## config.mk

```make
export PLATFORM = sky130hd
export DESIGN_NAME = pwr_mode_seq
export DESIGN_NICKNAME = d
export VERILOG_FILES = /design/src/rtl/pwr_mode_pkg.sv /design/src/rtl/pwr_wake_filter.sv /design/src/rtl/pwr_wake_cause.sv /design/src/rtl/pwr_mode_fsm.sv /design/src/rtl/pwr_mode_seq.sv
export SDC_FILE = /design/constraint.sdc
export NUM_CORES = 1
export LEC_CHECK = 0
export ABC_AREA = 0
export CAP_MARGIN = 20
export CORE_UTILIZATION = 37
export DETAILED_ROUTE_END_ITERATION = 7
export PLACE_DENSITY = 0.8
export SYNTH_ARGS = -nofsm -noshare
export SYNTH_HDL_FRONTEND = slang
export SYNTH_SLANG_ARGS = --single-unit
export TNS_END_PERCENT = 5
```

## constraint.sdc

```tcl
create_clock -name clk -period 2 [get_ports clk]
set_input_delay 0.5 -clock clk [delete_from_list [all_inputs] [get_ports clk]]
set_output_delay 0.5 -clock clk [all_outputs]
set_load 0.005 [all_outputs]
```

## src/rtl/pwr_mode_pkg.sv

```systemverilog
package pwr_mode_pkg;

  typedef enum logic [1:0] {
    MODE_RUN  = 2'b00,
    MODE_IDLE = 2'b01,
    MODE_SLOW = 2'b10,
    MODE_OFF  = 2'b11
  } mode_e;

  typedef enum logic [3:0] {
    ST_RUN,
    ST_IDLE,
    ST_SLOW_GATE,
    ST_SLOW_SW,
    ST_SLOW,
    ST_EXIT_GATE,
    ST_EXIT_SW,
    ST_OFF_SR,
    ST_OFF,
    ST_OFF_WAIT
  } state_e;

  localparam int CAUSE_W    = 4;
  localparam int CAUSE_IRQ  = 0;
  localparam int CAUSE_EXT  = 1;
  localparam int CAUSE_RTC  = 2;
  localparam int CAUSE_BATT = 3;

  typedef struct packed {
    logic clk_en;
    logic src_xtal;
    logic sr_req;
    logic pwr_en;
    logic rst_n;
  } ctrl_t;

  // Output decode for each sequencer state
  function automatic ctrl_t ctrl_of(state_e s);
    ctrl_t c;
    c = '{clk_en: 1'b1, src_xtal: 1'b0, sr_req: 1'b0, pwr_en: 1'b1, rst_n: 1'b1};
    case (s)
      ST_IDLE, ST_SLOW_GATE, ST_EXIT_SW: c.clk_en = 1'b0;
      ST_SLOW_SW, ST_EXIT_GATE: begin
        c.clk_en   = 1'b0;
        c.src_xtal = 1'b1;
      end
      ST_SLOW: c.src_xtal = 1'b1;
      ST_OFF_SR, ST_OFF_WAIT: begin
        c.clk_en = 1'b0;
        c.sr_req = 1'b1;
        c.rst_n  = 1'b0;
      end
      ST_OFF: begin
        c.clk_en = 1'b0;
        c.sr_req = 1'b1;
        c.rst_n  = 1'b0;
        c.pwr_en = 1'b0;
      end
      default: ;
    endcase
    return c;
  endfunction

  // Mode code reported for each state
  function automatic mode_e mode_of(state_e s);
    case (s)
      ST_IDLE: return MODE_IDLE;
      ST_SLOW_GATE, ST_SLOW_SW, ST_SLOW, ST_EXIT_GATE, ST_EXIT_SW: return MODE_SLOW;
      ST_OFF_SR, ST_OFF, ST_OFF_WAIT: return MODE_OFF;
      default: return MODE_RUN;
    endcase
  endfunction

endpackage

```

## src/rtl/pwr_wake_filter.sv

```systemverilog
module pwr_wake_filter
  import pwr_mode_pkg::*;
#(
  parameter int N_IRQ = 32,
  parameter int N_EXT = 16
) (
  input  logic               idle_armed,
  input  logic               off_armed,
  input  logic [N_IRQ-1:0]   irq_pend,
  input  logic [N_EXT-1:0]   ext_irq,
  input  logic               rtc_alarm,
  input  logic               batt_fault_n,
  output logic               wake_hit,
  output logic [CAUSE_W-1:0] wake_bits
);

  logic any_irq, any_ext;
  assign any_irq = |irq_pend;
  assign any_ext = |ext_irq;

  always_comb begin
    wake_bits             = '0;
    wake_bits[CAUSE_IRQ]  = idle_armed & any_irq;
    wake_bits[CAUSE_EXT]  = off_armed & any_ext;
    wake_bits[CAUSE_RTC]  = off_armed & rtc_alarm;
    wake_bits[CAUSE_BATT] = off_armed & ~batt_fault_n;
  end

  assign wake_hit = |wake_bits;

endmodule

```

## src/rtl/pwr_wake_cause.sv

```systemverilog
module pwr_wake_cause
  import pwr_mode_pkg::*;
(
  input  logic               clk,
  input  logic               rst_n,
  input  logic [CAUSE_W-1:0] set_bits,
  input  logic               clr,
  output logic [CAUSE_W-1:0] cause
);

  always_ff @(posedge clk or negedge rst_n) begin
    if (!rst_n) cause <= '0;
    else        cause <= (clr ? '0 : cause) | set_bits;
  end

  // without a clear, no recorded bit is lost
  a_r10_sticky: assert property (@(posedge clk) disable iff (!rst_n)
    !clr |=> ((cause & $past(cause)) == $past(cause)));

endmodule

```

## src/rtl/pwr_mode_fsm.sv

```systemverilog
module pwr_mode_fsm
  import pwr_mode_pkg::*;
#(
  parameter int CNT_W = 8
) (
  input  logic             clk,
  input  logic             rst_n,
  input  logic             req_we,
  input  logic [1:0]       req_mode,
  input  logic             wake_hit,
  input  logic [CNT_W-1:0] wait_cycles,
  output state_e           state_q,
  output ctrl_t            ctrl_q,
  output mode_e            mode_q
);

  state_e           state_d;
  logic [CNT_W-1:0] cnt_q, cnt_d;
  mode_e            req;
  logic             wait_done;

  assign req       = mode_e'(req_mode);
  assign wait_done = (cnt_q == '0);

  always_comb begin
    state_d = state_q;
    cnt_d   = cnt_q;
    case (state_q)
      ST_RUN:
        if (req_we) begin
          case (req)
            MODE_IDLE: state_d = ST_IDLE;
            MODE_SLOW: state_d = ST_SLOW_GATE;
            MODE_OFF:  state_d = ST_OFF_SR;
            default:   state_d = ST_RUN;
          endcase
        end
      ST_IDLE:      if (wake_hit) state_d = ST_RUN;
      ST_SLOW_GATE: state_d = ST_SLOW_SW;
      ST_SLOW_SW:   state_d = ST_SLOW;
      ST_SLOW:      if (req_we && req == MODE_RUN) state_d = ST_EXIT_GATE;
      ST_EXIT_GATE: state_d = ST_EXIT_SW;
      ST_EXIT_SW:   state_d = ST_RUN;
      ST_OFF_SR:    state_d = ST_OFF;
      ST_OFF:
        if (wake_hit) begin
          state_d = ST_OFF_WAIT;
          cnt_d   = wait_cycles;
        end
      ST_OFF_WAIT:
        if (wait_done) state_d = ST_RUN;
        else           cnt_d   = cnt_q - 1'b1;
      default: state_d = ST_RUN;
    endcase
  end

  always_ff @(posedge clk or negedge rst_n) begin
    if (!rst_n) begin
      state_q <= ST_RUN;
      cnt_q   <= '0;
      ctrl_q  <= ctrl_of(ST_RUN);
      mode_q  <= MODE_RUN;
    end else begin
      state_q <= state_d;
      cnt_q   <= cnt_d;
      ctrl_q  <= ctrl_of(state_d);
      mode_q  <= mode_of(state_d);
    end
  end

  // the source select moves only while the core clock is gated on both sides
  a_r6_src_when_gated: assert property (@(posedge clk) disable iff (!rst_n)
    !$stable(ctrl_q.src_xtal) |-> (!ctrl_q.clk_en && !$past(ctrl_q.clk_en)));

  // supply drops only after self-refresh is already requested
  a_r7_sr_before_pwr_off: assert property (@(posedge clk) disable iff (!rst_n)
    $fell(ctrl_q.pwr_en) |-> ($past(ctrl_q.sr_req) && !$past(ctrl_q.rst_n)));

  // supply off implies refresh held, reset held and clock gated
  a_r11_off_held: assert property (@(posedge clk) disable iff (!rst_n)
    !ctrl_q.pwr_en |-> (ctrl_q.sr_req && !ctrl_q.rst_n && !ctrl_q.clk_en));

  // reset release only follows a cycle with the supply up
  a_r9_pwr_before_release: assert property (@(posedge clk) disable iff (!rst_n)
    $rose(ctrl_q.rst_n) |-> $past(ctrl_q.pwr_en));

  // self-refresh ends together with the reset release
  a_r9_sr_with_rst: assert property (@(posedge clk) disable iff (!rst_n)
    $fell(ctrl_q.sr_req) |-> $rose(ctrl_q.rst_n));

endmodule

```

## src/rtl/pwr_mode_seq.sv

```systemverilog
module pwr_mode_seq
  import pwr_mode_pkg::*;
#(
  parameter int N_IRQ = 32,
  parameter int N_EXT = 16,
  parameter int CNT_W = 8
) (
  input  logic               clk,
  input  logic               rst_n,
  input  logic               req_we,
  input  logic [1:0]         req_mode,
  input  logic               cause_clr,
  input  logic [CNT_W-1:0]   wait_cycles,
  input  logic [N_IRQ-1:0]   irq_pend,
  input  logic [N_EXT-1:0]   ext_irq,
  input  logic               rtc_alarm,
  input  logic               batt_fault_n,
  output logic               cpu_clk_en,
  output logic               clk_src_xtal,
  output logic               mem_sr_req,
  output logic               pwr_en,
  output logic               core_rst_n,
  output logic [1:0]         mode_now,
  output logic [CAUSE_W-1:0] wake_cause
);

  state_e               st;
  ctrl_t                ctrl;
  mode_e                mode;
  logic                 idle_armed, off_armed;
  logic                 wake_hit;
  logic [CAUSE_W-1:0]   wake_bits;

  assign idle_armed = (st == ST_IDLE);
  assign off_armed  = (st == ST_OFF);

  pwr_wake_filter #(.N_IRQ(N_IRQ), .N_EXT(N_EXT)) u_filter (
    .idle_armed  (idle_armed),
    .off_armed   (off_armed),
    .irq_pend    (irq_pend),
    .ext_irq     (ext_irq),
    .rtc_alarm   (rtc_alarm),
    .batt_fault_n(batt_fault_n),
    .wake_hit    (wake_hit),
    .wake_bits   (wake_bits)
  );

  pwr_mode_fsm #(.CNT_W(CNT_W)) u_fsm (
    .clk        (clk),
    .rst_n      (rst_n),
    .req_we     (req_we),
    .req_mode   (req_mode),
    .wake_hit   (wake_hit),
    .wait_cycles(wait_cycles),
    .state_q    (st),
    .ctrl_q     (ctrl),
    .mode_q     (mode)
  );

  pwr_wake_cause u_cause (
    .clk     (clk),
    .rst_n   (rst_n),
    .set_bits(wake_bits),
    .clr     (cause_clr),
    .cause   (wake_cause)
  );

  assign cpu_clk_en   = ctrl.clk_en;
  assign clk_src_xtal = ctrl.src_xtal;
  assign mem_sr_req   = ctrl.sr_req;
  assign pwr_en       = ctrl.pwr_en;
  assign core_rst_n   = ctrl.rst_n;
  assign mode_now     = mode;

  // an Idle request from Run gates the core clock on the next edge
  a_r2_idle_entry: assert property (@(posedge clk) disable iff (!rst_n)
    (st == ST_RUN && req_we && req_mode == MODE_IDLE) |=>
      (!cpu_clk_en && !clk_src_xtal && pwr_en && mode_now == MODE_IDLE));

  // a pending interrupt ends Idle on the next edge
  a_r3_idle_wake: assert property (@(posedge clk) disable iff (!rst_n)
    (st == ST_IDLE && |irq_pend) |=> (cpu_clk_en && mode_now == MODE_RUN));

  // Slow holds against everything but a Run write
  a_r5_slow_holds: assert property (@(posedge clk) disable iff (!rst_n)
    (st == ST_SLOW && !(req_we && req_mode == MODE_RUN)) |=>
      (st == ST_SLOW && cpu_clk_en && clk_src_xtal));

  // Off stays unpowered without one of its own wake sources
  a_r8_off_ignores: assert property (@(posedge clk) disable iff (!rst_n)
    (st == ST_OFF && !(|ext_irq) && !rtc_alarm && batt_fault_n) |=> !pwr_en);

endmodule

```

==> results.yml <==
outcome:
  status: "finished, final reports clean"
synthesis:
  syn-instance-count: 145
  yosysTopAreaCell: "dfrtp_1"
  ys_seq_area_frac: 0.455
  yosys_warnings: 0
  syn-num-nets: 211
  yosys.cell_types.count: 39
  synth.avg_cell_area_um2: 8.78
  netlist.area_leader.share: 0.393
  ys_seq_elements: 23
  synth.cell_area_um2: 1270
  synth_area_leaders: "dfrtp_1 (39%), nor4_1 (6.9%), dfstp_2 (6.2%), nor2_1 (5.3%), a21oi_1 (4.7%)"
sta:
  final.setup_skew_ns: 0.00768
  post-route-period-util: 0.968
  worst_slack_ns: 0.0641
  max_slew_margin: 0.687
  fmax_ghz: 0.517
  setup_violations: 0
  hold_ws_ns: 0.515
  rsz0062_at_grt: "true"
  period_minus_slack_ns: 1.94
  hold_viol_final: 0
  worstMarginPinSlew_ns: 0.466
  setup_tns_ns: 0
  finalMaxSlewViolations: 0
worst_setup_path:
  cp_max_fo: 16
  crit_path_end_kind: "flip-flop"
  arrival_ns: 2.18
  cp-start-kind: "flip-flop"
  path_class: "reg2reg"
  crit_required_ns: 2.24
cts:
  htreeDepth: 1
  cts_root_buffer: "clkbuf_4"
  worst_skew_pair.late_latency_ns: 0.32
  ctsLongestPathBuffers: 2
  cts_sinks: 23
  clk_pin_slew_worst_paths_ns: 0.12
  ctsHoldBuffers: 0
  cts_buffers: 3
  cts_tree: "done"
power:
  leakagePower_nw: 0.874
  p_per_area_nw_per_um2: 888
  ir_drop_v: 0.000628
layout:
  areaGrowthSynthToFinish_pct: 68.1
  layout_commonest_cell: "clkdlybuf4s50_1"
  drive_above_1_share: 0.102
  utilization: 0.679
  mostFrequentLayoutCells: "clkdlybuf4s50_1 (74), dfrtp_1 (20), nor2_1 (18)"
  nNetsFinal: 293
  diodes: 0
  fin_cells: 270
placement:
  hpwl_mm: 3.10
  portBuffers: 74
  place_inst: 266
  dp_slack_ns: -0.168
  place.gp.congestion: 0.747
floorplanning:
  dieArea_um2: 3680
  rows: 20
  ios: 75
  core_area_um2: 3150
  start_util: 0.404
  die_w_um: 60.6
  die_h_um: 60.6
drt:
  vias: 1469
  wl_per_cell_um: 14.4
  remaining_drc_errors: 0
  drt_wl_total_mm: 3.88
  drtIter0Drc: 45
  antenna_left: 0
  routed_via_density: 5.44
  first_pass_iters: 4
grt:
  antenna_found_initial: 0
  grt_pass1_wl_mm: 5.78
  track_usage: 0.214
  grt-ovfl-total: 0
  grt_start_max_net_pins: 24
  grt_pass1_vias: 1382
run:
  cap_viol_max_count: 0
min_path:
  hold_path.class: "in2async"
-- what timing repair did --
item	in CTS	in global routing
endpoints found under the setup margin	0	5
gates resized for setup	0	2
setup buffers	0	0
-- kinds of logic (layout without fill, tap and decap cells) --
family,count (synthesis),after routing,share of synthesized area
AOI/OAI and AO/OA,41,41,0.205
adders and majority gates,2,2,0.0197
buffers and inverters,16,97,0.0531
DFF,23,23,0.455
and+or+nand+nor,63,63,0.267
-- sequential cells by signal, summed over array words and instances (netlist names) --
| register | count |
|---|---|
| u_fsm.state_q | 4 |
| u_fsm.ctrl_q | 5 |
| u_cause.cause | 4 |
| u_fsm.mode_q | 2 |
| u_fsm.cnt_q | 8 |
-- layer usage --
layer  vias up  track usage  routed length, um
li1        696            -                  -
met1       688        0.253               1490
met2        78        0.380               2020
met3         7       0.0426                322
met4         0       0.0877                 50
met5         -            0                  0
-- path summary, 6_finish.rpt --
path | start | to | slack, ns | cells past startpoint
setup / recovery | u_fsm.cnt_q[0] | u_fsm.cnt_q[0] | 0.06 | 8
max in group asynchronous | rst_n | u_fsm.ctrl_q[4] | 1.20 | 2
setup reg to reg | u_fsm.cnt_q[0] | u_fsm.cnt_q[0] | 0.06 | 8
hold reg to reg | u_cause.cause[0] | u_cause.cause[0] | 0.54 | 2
min in group clk | u_cause.cause[0] | u_cause.cause[0] | 0.54 | 2
hold / removal | rst_n | u_fsm.cnt_q[4] | 0.52 | 2
-- cells in the mapped netlist --
| cell | instances |
|---|---|
| nor4b_1 | 1 |
| nor2b_1 | 1 |
| nand2_1 | 10 |
| a211oi_2 | 1 |
| nor4_1 | 14 |
| nor3_1 | 3 |
| nand4_1 | 4 |
| ha_1 | 2 |
| o21ai_0 | 12 |
| o21ai_1 | 1 |
| and4bb_2 | 1 |
| clkbuf_1 | 2 |
| a2bb2oi_1 | 2 |
| buf_4 | 1 |
| a31oi_1 | 2 |
| o21ai_2 | 1 |
| a21o_1 | 1 |
| or4_1 | 1 |
| a22oi_1 | 1 |
| dfstp_2 | 3 |
| and2b_1 | 1 |
| and3_1 | 2 |
| or2b_1 | 1 |
| a21oi_1 | 12 |
| o32ai_1 | 2 |
| a31oi_2 | 1 |
| o31ai_1 | 2 |
| inv_1 | 10 |
| nand2b_1 | 1 |
| nor3b_1 | 1 |
| nand3_1 | 1 |
| or3b_4 | 1 |
| nand4b_1 | 1 |
| o22ai_1 | 1 |
| dfrtp_1 | 20 |
| nor2_1 | 18 |
| or3_1 | 1 |
| buf_2 | 3 |
| o22a_1 | 2 |
-- power by group --
part	total [mW]	internal (mW)	switching [mW]
Clock	0.214	0.0751	0.139
Sequential	0.806	0.655	0.150
Combinational	0.879	0.473	0.405
Total	1.90	1.20	0.695
-- per-stage QoR --
stage / power (mW) / instance area [um2]
5_1_grt: 2.05 / 2140
4_1_cts: 1.89 / 2130
6_report: 1.90 / 2140
3_5_place_dp: 1.67 / 2110
2_1_floorplan: 1.23 / 1270
3_3_place_gp: 1.63 / 2110
-- critical path, cell delays in order, from the launching register on --
cell and delay (ns):
dfrtp_1 0.43, inv_2 0.08, ha_1 0.20, nor4b_2 0.16, a31oi_2 0.26, o21ai_2 0.10
buf_4 0.19, or3_1 0.35, o21ai_0 0.08
-- cell type report --
cell class | count | area (um2)
Clock buffer | 3 | 22.5
Clock inverter | 1 | 5.00
Fill cell | 256 | 1010
Inverter | 10 | 37.5
Multi-Input combinational cell | 106 | 632
Sequential cell | 23 | 579
Tap cell | 44 | 55.1
Timing Repair Buffer | 83 | 808
No activity file was read; power rests on OpenSTA's default activity.
